==> config.mk <==
export PLATFORM = sky130hd
export DESIGN_NAME = vco_band_cal
export DESIGN_NICKNAME = d
export VERILOG_FILES = /design/src/rtl/vcal_pkg.sv /design/src/rtl/vcal_edge_cnt.sv /design/src/rtl/vcal_sar.sv /design/src/rtl/vcal_bist.sv /design/src/rtl/vco_band_cal.sv
export SDC_FILE = /design/constraint.sdc
export NUM_CORES = 1
export LEC_CHECK = 0
export BUFFER_PORTS_ARGS = -buffer_cell sky130_fd_sc_hd__buf_2
export CAP_MARGIN = 5
export CELL_PAD_IN_SITES_DETAIL_PLACEMENT = 0
export CELL_PAD_IN_SITES_GLOBAL_PLACEMENT = 1
export CORE_MARGIN = 8
export CORE_UTILIZATION = 38
export CTS_BUF_LIST = sky130_fd_sc_hd__clkbuf_16
export DETAILED_ROUTE_END_ITERATION = 6
export PLACE_DENSITY_LB_ADDON = 0.2
export SYNTH_ARGS = -nofsm -noshare
export SYNTH_HDL_FRONTEND = slang
export SYNTH_HIERARCHICAL = 1
export SYNTH_SLANG_ARGS = --single-unit
export TNS_END_PERCENT = 1
==> constraint.sdc <==
create_clock -name clk -period 4.1 [get_ports clk]
set_input_delay 0.82 -clock clk [delete_from_list [all_inputs] [get_ports clk]]
set_output_delay 0.82 -clock clk [all_outputs]
set_load 0.005 [all_outputs]
==> src/rtl/vcal_pkg.sv <==
package vcal_pkg;

  typedef enum logic [1:0] {
    CAL_IDLE   = 2'd0,
    CAL_SEARCH = 2'd1,
    CAL_SETTLE = 2'd2
  } cal_state_e;

  // Increment by one unless the value already sits at its ceiling.
  function automatic logic [31:0] sat_add1(input logic [31:0] cnt,
                                           input logic        inc,
                                           input logic [31:0] ceiling);
    if (inc && (cnt < ceiling)) return cnt + 32'd1;
    return cnt;
  endfunction

  // Meter interval length in reference ticks for a 2-bit code.
  function automatic logic [31:0] bist_window(input logic [31:0] base,
                                              input logic [1:0]  code);
    return base << code;
  endfunction

  // One successive-approximation step: decide the bit under test,
  // then raise the next lower bit as the following trial.
  function automatic logic [31:0] sar_update(input logic [31:0] code,
                                             input int          idx,
                                             input logic        below);
    logic [31:0] r;
    r      = code;
    r[idx] = below;
    if (idx > 0) r[idx-1] = 1'b1;
    return r;
  endfunction

endpackage

==> src/rtl/vcal_edge_cnt.sv <==
module vcal_edge_cnt
  import vcal_pkg::*;
#(
  parameter int CNT_W = 16,
  parameter int WIN_W = 12
) (
  input  logic             clk,
  input  logic             rst_n,
  input  logic             clr,
  input  logic             run,
  input  logic             osc_tick,
  input  logic             ref_tick,
  input  logic [WIN_W-1:0] limit,
  output logic [CNT_W-1:0] count,
  output logic [CNT_W-1:0] count_nxt,
  output logic             win_end
);

  localparam logic [31:0] CNT_MAX = 32'((64'd1 << CNT_W) - 64'd1);

  logic [WIN_W-1:0] win_cnt;

  always_comb begin
    count_nxt = CNT_W'(sat_add1(32'(count), osc_tick, CNT_MAX));
    win_end   = run & ref_tick & (win_cnt == (limit - WIN_W'(1)));
  end

  always_ff @(posedge clk) begin
    if (!rst_n) begin
      count   <= '0;
      win_cnt <= '0;
    end else if (clr) begin
      count   <= '0;
      win_cnt <= '0;
    end else if (run) begin
      count <= count_nxt;
      if (ref_tick) win_cnt <= win_end ? '0 : (win_cnt + WIN_W'(1));
    end
  end

endmodule

==> src/rtl/vcal_sar.sv <==
module vcal_sar
  import vcal_pkg::*;
#(
  parameter int BAND_W   = 7,
  parameter int CNT_W    = 16,
  parameter int BAND_RST = 32
) (
  input  logic              clk,
  input  logic              rst_n,
  input  logic              start,
  input  logic              manual_sel,
  input  logic [BAND_W-1:0] manual_band,
  input  logic [CNT_W-1:0]  target,
  input  logic              win_end,
  input  logic [CNT_W-1:0]  count_nxt,
  output logic [BAND_W-1:0] band,
  output logic              busy,
  output logic              cal_done,
  output logic              cnt_clr,
  output logic              start_auto,
  output logic              step_evt,
  output logic              settle_end
);

  localparam int IDX_W = (BAND_W > 2) ? $clog2(BAND_W) : 1;
  localparam logic [BAND_W-1:0] FIRST_TRIAL = BAND_W'(1 << (BAND_W - 1));

  cal_state_e       state;
  logic [IDX_W-1:0] bit_idx;
  logic             start_man;
  logic             below;

  always_comb begin
    start_auto = start & ~manual_sel;
    start_man  = start & manual_sel;
    busy       = (state != CAL_IDLE);
    step_evt   = (state == CAL_SEARCH) & win_end;
    settle_end = (state == CAL_SETTLE) & win_end;
    below      = (count_nxt < target);
    cnt_clr    = start_auto | (busy & (win_end | start_man));
  end

  always_ff @(posedge clk) begin
    if (!rst_n) begin
      state    <= CAL_IDLE;
      band     <= BAND_W'(BAND_RST);
      bit_idx  <= '0;
      cal_done <= 1'b0;
    end else begin
      cal_done <= 1'b0;
      if (start_man) begin
        band     <= manual_band;
        state    <= CAL_IDLE;
        cal_done <= 1'b1;
      end else if (start_auto) begin
        band    <= FIRST_TRIAL;
        bit_idx <= IDX_W'(BAND_W - 1);
        state   <= CAL_SEARCH;
      end else if (step_evt) begin
        band <= BAND_W'(sar_update(32'(band), int'(bit_idx), below));
        if (bit_idx == '0) state <= CAL_SETTLE;
        else               bit_idx <= bit_idx - IDX_W'(1);
      end else if (settle_end) begin
        state    <= CAL_IDLE;
        cal_done <= 1'b1;
      end
    end
  end

endmodule

==> src/rtl/vcal_bist.sv <==
module vcal_bist
  import vcal_pkg::*;
#(
  parameter int WIN_W     = 12,
  parameter int BIST_BASE = 256
) (
  input  logic             clk,
  input  logic             rst_n,
  input  logic             bist_en,
  input  logic             bist_clr,
  input  logic [1:0]       bist_interval,
  input  logic             busy,
  input  logic             cal_start,
  input  logic             win_end,
  output logic             run,
  output logic             clr_req,
  output logic [WIN_W-1:0] limit,
  output logic             bist_done
);

  always_comb begin
    run     = bist_en & ~bist_done & ~busy;
    clr_req = bist_clr & ~busy;
    limit   = WIN_W'(bist_window(32'(BIST_BASE), bist_interval));
  end

  always_ff @(posedge clk) begin
    if (!rst_n)                bist_done <= 1'b0;
    else if (cal_start)        bist_done <= 1'b0;
    else if (clr_req)          bist_done <= 1'b0;
    else if (run && win_end)   bist_done <= 1'b1;
  end

endmodule

==> src/rtl/vco_band_cal.sv <==
module vco_band_cal
  import vcal_pkg::*;
#(
  parameter int BAND_W    = 7,
  parameter int CNT_W     = 16,
  parameter int CAL_WIN   = 640,
  parameter int BIST_BASE = 256,
  parameter int BAND_RST  = 32
) (
  input  logic              clk,
  input  logic              rst_n,
  input  logic              start,
  input  logic              manual_sel,
  input  logic [BAND_W-1:0] manual_band,
  input  logic [CNT_W-1:0]  target,
  input  logic              osc_tick,
  input  logic              ref_tick,
  input  logic              bist_en,
  input  logic              bist_clr,
  input  logic [1:0]        bist_interval,
  output logic [BAND_W-1:0] band,
  output logic              busy,
  output logic              cal_done,
  output logic [CNT_W-1:0]  count,
  output logic              bist_done
);

  localparam int BIST_MAX = BIST_BASE * 8;
  localparam int WIN_MAX  = (CAL_WIN > BIST_MAX) ? CAL_WIN : BIST_MAX;
  localparam int WIN_W    = $clog2(WIN_MAX + 1);

  logic [CNT_W-1:0] count_nxt;
  logic [WIN_W-1:0] limit;
  logic [WIN_W-1:0] bist_limit;
  logic             win_end;
  logic             sar_clr;
  logic             bist_clr_req;
  logic             bist_run;
  logic             start_auto;
  logic             step_evt;
  logic             settle_end;
  logic             cnt_clr;
  logic             cnt_run;

  always_comb begin
    limit   = busy ? WIN_W'(CAL_WIN) : bist_limit;
    cnt_clr = sar_clr | bist_clr_req;
    cnt_run = busy | bist_run;
  end

  vcal_edge_cnt #(.CNT_W(CNT_W), .WIN_W(WIN_W)) cnt_i (
    .clk       (clk),
    .rst_n     (rst_n),
    .clr       (cnt_clr),
    .run       (cnt_run),
    .osc_tick  (osc_tick),
    .ref_tick  (ref_tick),
    .limit     (limit),
    .count     (count),
    .count_nxt (count_nxt),
    .win_end   (win_end)
  );

  vcal_sar #(.BAND_W(BAND_W), .CNT_W(CNT_W), .BAND_RST(BAND_RST)) sar_i (
    .clk         (clk),
    .rst_n       (rst_n),
    .start       (start),
    .manual_sel  (manual_sel),
    .manual_band (manual_band),
    .target      (target),
    .win_end     (win_end),
    .count_nxt   (count_nxt),
    .band        (band),
    .busy        (busy),
    .cal_done    (cal_done),
    .cnt_clr     (sar_clr),
    .start_auto  (start_auto),
    .step_evt    (step_evt),
    .settle_end  (settle_end)
  );

  vcal_bist #(.WIN_W(WIN_W), .BIST_BASE(BIST_BASE)) bist_i (
    .clk           (clk),
    .rst_n         (rst_n),
    .bist_en       (bist_en),
    .bist_clr      (bist_clr),
    .bist_interval (bist_interval),
    .busy          (busy),
    .cal_start     (start_auto),
    .win_end       (win_end),
    .run           (bist_run),
    .clr_req       (bist_clr_req),
    .limit         (bist_limit),
    .bist_done     (bist_done)
  );

endmodule

==> run_results.csv <==
group,metric,value,unit
worst_setup_path,crit_top_cell,"nand4_1",
routing,wire_per_inst,14.2,um
synthesis,synth-edff-count,0,
worst_setup_path,worstPathMaxFanout,6,
synthesis,synthMuxAreaShare,0.322,%
clock_tree,htreeDepth,2,
worst_setup_path,cp_top_family,"simple AND/OR/NAND/NOR gates",
sta,hold_ws,483,ps
synthesis,synth-compound-area-share,16.3,%
synthesis,seq_area_frac_synth,24.1,%
routing,drt_iter0_drc,103,
pwr,leakagePower,1.78,nW
synthesis,synth_flop_cell,"dfxtp_1",
routing,drt-total-wl,8920,um
layout,antenna_cells,0,
job,drv_cap,0,
place,globalplace.congestion,0.811,
pwr,clockPowerShare,43.0,%
layout,nets,574,
clock_tree,cts_made_buffers,5,
global_routing,grt_pass1_wl,15100,um
global_routing,grtUsageTotal,14.4,%
hold_path,worstHoldPathType,"reg2reg",
place,numPortBuffers,58,
worst_setup_path,reg2reg_slack,400,ps
sta,hold_viol_final,0,
synthesis,synth_area,3490,um2
worst_setup_path,cpMaxStageDelayCell,"or4_4",
layout,area_growth,15.9,%
pwr,p_int,0.000766,W
routing,post-route-drc-count,0,
pwr,powerDensity,253,nW/um2
worst_setup_path,reg2reg_to,"sar_i/band[6]",
clock_tree,clk_latency,280,ps
pwr,power_switching,0.000260,W
sta,min_period,3700,ps
clock_tree,holdBufCountCts,0,
synthesis,synth_cell_types,63,
worst_setup_path,path_buf_inv,1,
layout,drive_above_1_share,17.0,%
sta,setup_viol,0,
clock_tree,cts_root_buffer,"clkbuf_16",
place,hpwl,7060,um
routing,antenna_left,0,
floorplan,fp-row-count,35,
sta,rsz0062_at_grt,"false",
clock_tree,cts_setup_buffers,0,
floorplan,die_h,112,um
synthesis,synthAdderAreaFrac,8.59,%
worst_setup_path,startpoint,"sar_i/state[1]",
layout,stdcell_area,4050,um2
sta,fmax,0.270,GHz
layout,fin_cells,629,
global_routing,grt.overflow.total,0,
routing,viasPerCell,5.21,
clock_tree,clkTransAtPathRegs,60,ps
clock_tree,cts_sinks,42,
synthesis,synth.avg_cell_area,7.60,um2
synthesis,synthXorXnorAreaFrac,13.5,%
worst_setup_path,critPathLaunchType,"flop",
floorplan,core_area,9060,um2
pwr,peakVddDrop,153,uV
worst_setup_path,worstReg2RegStart,"sar_i/state[1]",
worst_setup_path,end_kind,"flop",
sta,post-route-period-util,90.3,%
floorplan,die_w,112,um
worst_setup_path,worstPathArrival,3910,ps
worst_setup_path,crit_path_end,"sar_i/band[6]",
synthesis,async_reset_ff_share,0,%
routing,dr.pass1.iters,4,
worst_setup_path,path_cells,"or2_2 -> or2_1 -> or3_1 -> or4_4 -> xnor2_1 -> nand4_1 -> nor4_1 -> nand3b_1 -> inv_2 -> nor2_1 -> a2111oi_0 -> nand4_1 -> a21oi_1",
sta,maxSlewHeadroom,27.6,%
floorplan,die_area,12500,um2
synthesis,yosys.area_share.simple,29.8,%
worst_setup_path,path_depth,13,
sta,max_slew.worst_pin.slew,1070,ps
synthesis,yosysWarnings,6,
sta,finalClockSkew,5.90,ps
place,place_area,3890,um2
sta,drv_slew,0,
synthesis,ys_ff_latch,42,
run_status,status,"complete, no violations",
sta,timing.setup.tns,0,ps
pwr,combPwrFrac,15.6,%
worst_setup_path,critPathRequiredTime,4310,ps
worst_setup_path,criticalPathCategory,"reg2reg",
synthesis,synth_top_family_by_area,"simple AND/OR/NAND/NOR gates",
routing,num_vias,3277,
floorplan,start_util,38.6,%
pwr,swShare,25.3,%
clock_tree,cts_max_path_buffers,2,
pwr,seq_power_share,41.4,%
synthesis,synthCells,460,
floorplan,io_pins,59,
worst_setup_path,reg2reg_depth,13,
worst_setup_path,cp_slowest_stage_delay,440,ps
clock_tree,cts_resized,0,
global_routing,grt_max_degree,20,
global_routing,antenna_found_initial,0,
global_routing,grt_pass1_vias,3224,
clock_tree,cts_tree,"done",
place,place_inst,621,
==> worst register-to-register path: stages (launching register included) <==
cell	delay [ps]
dfxtp_1	320
or2_2	330
or2_1	270
or3_1	370
or4_4	440
xnor2_1	160
nand4_1	170
nor4_1	370
nand3b_1	310
inv_2	120
nor2_1	50
a2111oi_0	420
nand4_1	140
a21oi_1	160
==> how the worst min path moves through the flow <==
stage | from | end | slack [ps] | cells after the start
4_1_cts | bist_i/bist_done | bist_i/bist_done | 490 | 2
2_1_floorplan | sar_i/state[1] | sar_i/state[1] | 460 | 2
6_report | bist_i/bist_done | bist_i/bist_done | 480 | 2
3_5_place_dp | bist_i/bist_done | bist_i/bist_done | 480 | 2
3_3_place_gp | bist_i/bist_done | bist_i/bist_done | 470 | 2
5_1_grt | bist_i/bist_done | bist_i/bist_done | 500 | 2
==> cell usage after synthesis, types with 4 or more instances <==
| cell | count | area [um2] |
|---|---|---|
| o31ai_1 | 4 | 30.0 |
| a31oi_1 | 4 | 25.0 |
| nand4_1 | 12 | 75.1 |
| inv_1 | 28 | 105 |
| xnor2_1 | 28 | 245 |
| nor2_1 | 44 | 165 |
| nand2b_1 | 6 | 37.5 |
| or3_1 | 4 | 25.0 |
| clkbuf_1 | 10 | 37.5 |
| o311ai_0 | 4 | 35.0 |
| ha_1 | 24 | 300 |
| nand3_1 | 21 | 105 |
| a21boi_0 | 4 | 30.0 |
| and3_1 | 8 | 50.1 |
| nor3b_1 | 4 | 30.0 |
| nor3_1 | 11 | 55.1 |
| o21ai_0 | 13 | 65.1 |
| xor2_1 | 26 | 228 |
| nand2_1 | 44 | 165 |
| a21o_1 | 6 | 45.0 |
| dfxtp_1 | 42 | 841 |
| buf_4 | 9 | 67.6 |
| or2_2 | 4 | 25.0 |
| a21oi_1 | 20 | 100 |
| and2_1 | 5 | 31.3 |
| nor2b_1 | 16 | 100 |
==> per-stage QoR <==
step                setup WS, ps  utilization [%]  total power (W)
global placement             316             42.9         0.000590
finish                       398             44.7          0.00103
detailed placement           272             42.9         0.000591
floorplan                    195                -         0.000546
global route                48.4             44.7          0.00108
CTS                          385             44.7          0.00104
==> layout make-up <==
| class | count | area [um2] |
|---|---|---|
| fillers | 939 | 5010 |
| clock inverters | 3 | 37.5 |
| flip-flops and latches | 42 | 841 |
| multi-input cells | 369 | 2430 |
| repair buffers | 68 | 365 |
| inverters | 31 | 116 |
| clock buffers | 5 | 125 |
| well taps | 111 | 139 |
==> power groups by stage <==
stage	clock network, W	registers (W)	logic, W
after floorplan	0	0.000432	0.000114
after global routing	0.000471	0.000426	0.000182
after global placement	0	0.000434	0.000156
after detailed placement	0	0.000434	0.000157
final	0.000441	0.000425	0.000160
after CTS	0.000459	0.000425	0.000158
==> flip-flops by register name, indices dropped and copies added, names as in the netlist <==
name	cells
bist_i/bist_done	1
cnt_i/count	16
cnt_i/win_cnt	12
sar_i/band	7
sar_i/bit_idx	3
sar_i/cal_done	1
sar_i/state	2
==> kinds of logic (layout without fill, tap and decap cells) <==
group	Yosys count	after routing
multiplexers	1	1
AND/OR/NAND/NOR	200	200
buffers and inverters	56	107
AO/OA/AOI/OAI	82	82
other	1	8
adder cells (fa/ha/maj)	24	24
flip-flops	42	42
XOR/XNOR	54	54
==> metal layers <==
layer,GRT usage [%],part of all wire (%),vias up
li1,-,-,1693
met1,18.4,48,1524
met2,23.9,46,53
met3,3.30,4.3,7
met4,3.56,0.96,0
met5,0,0,-
==> cells in the final DEF, fill, tap and decap left out, drive strengths merged, types with 4 or more instances in the layout <==
cell and instances:
a31oi 4, a21o 6, inv 33, nor2b 16
nand2 44, o311ai 4, xor2 26, nand2b 6
nand4 12, clkbuf 5, nand3 21, a21boi 7
ha 24, buf 68, o31ai 4, and2 6
nor3 11, dfxtp 42, nor2 44, and3 8
or2 7, o21ai 14, or3 4, conb 8
nor3b 4, a21oi 21, xnor2 28
Note: power is estimated with default switching activity, not from simulation.
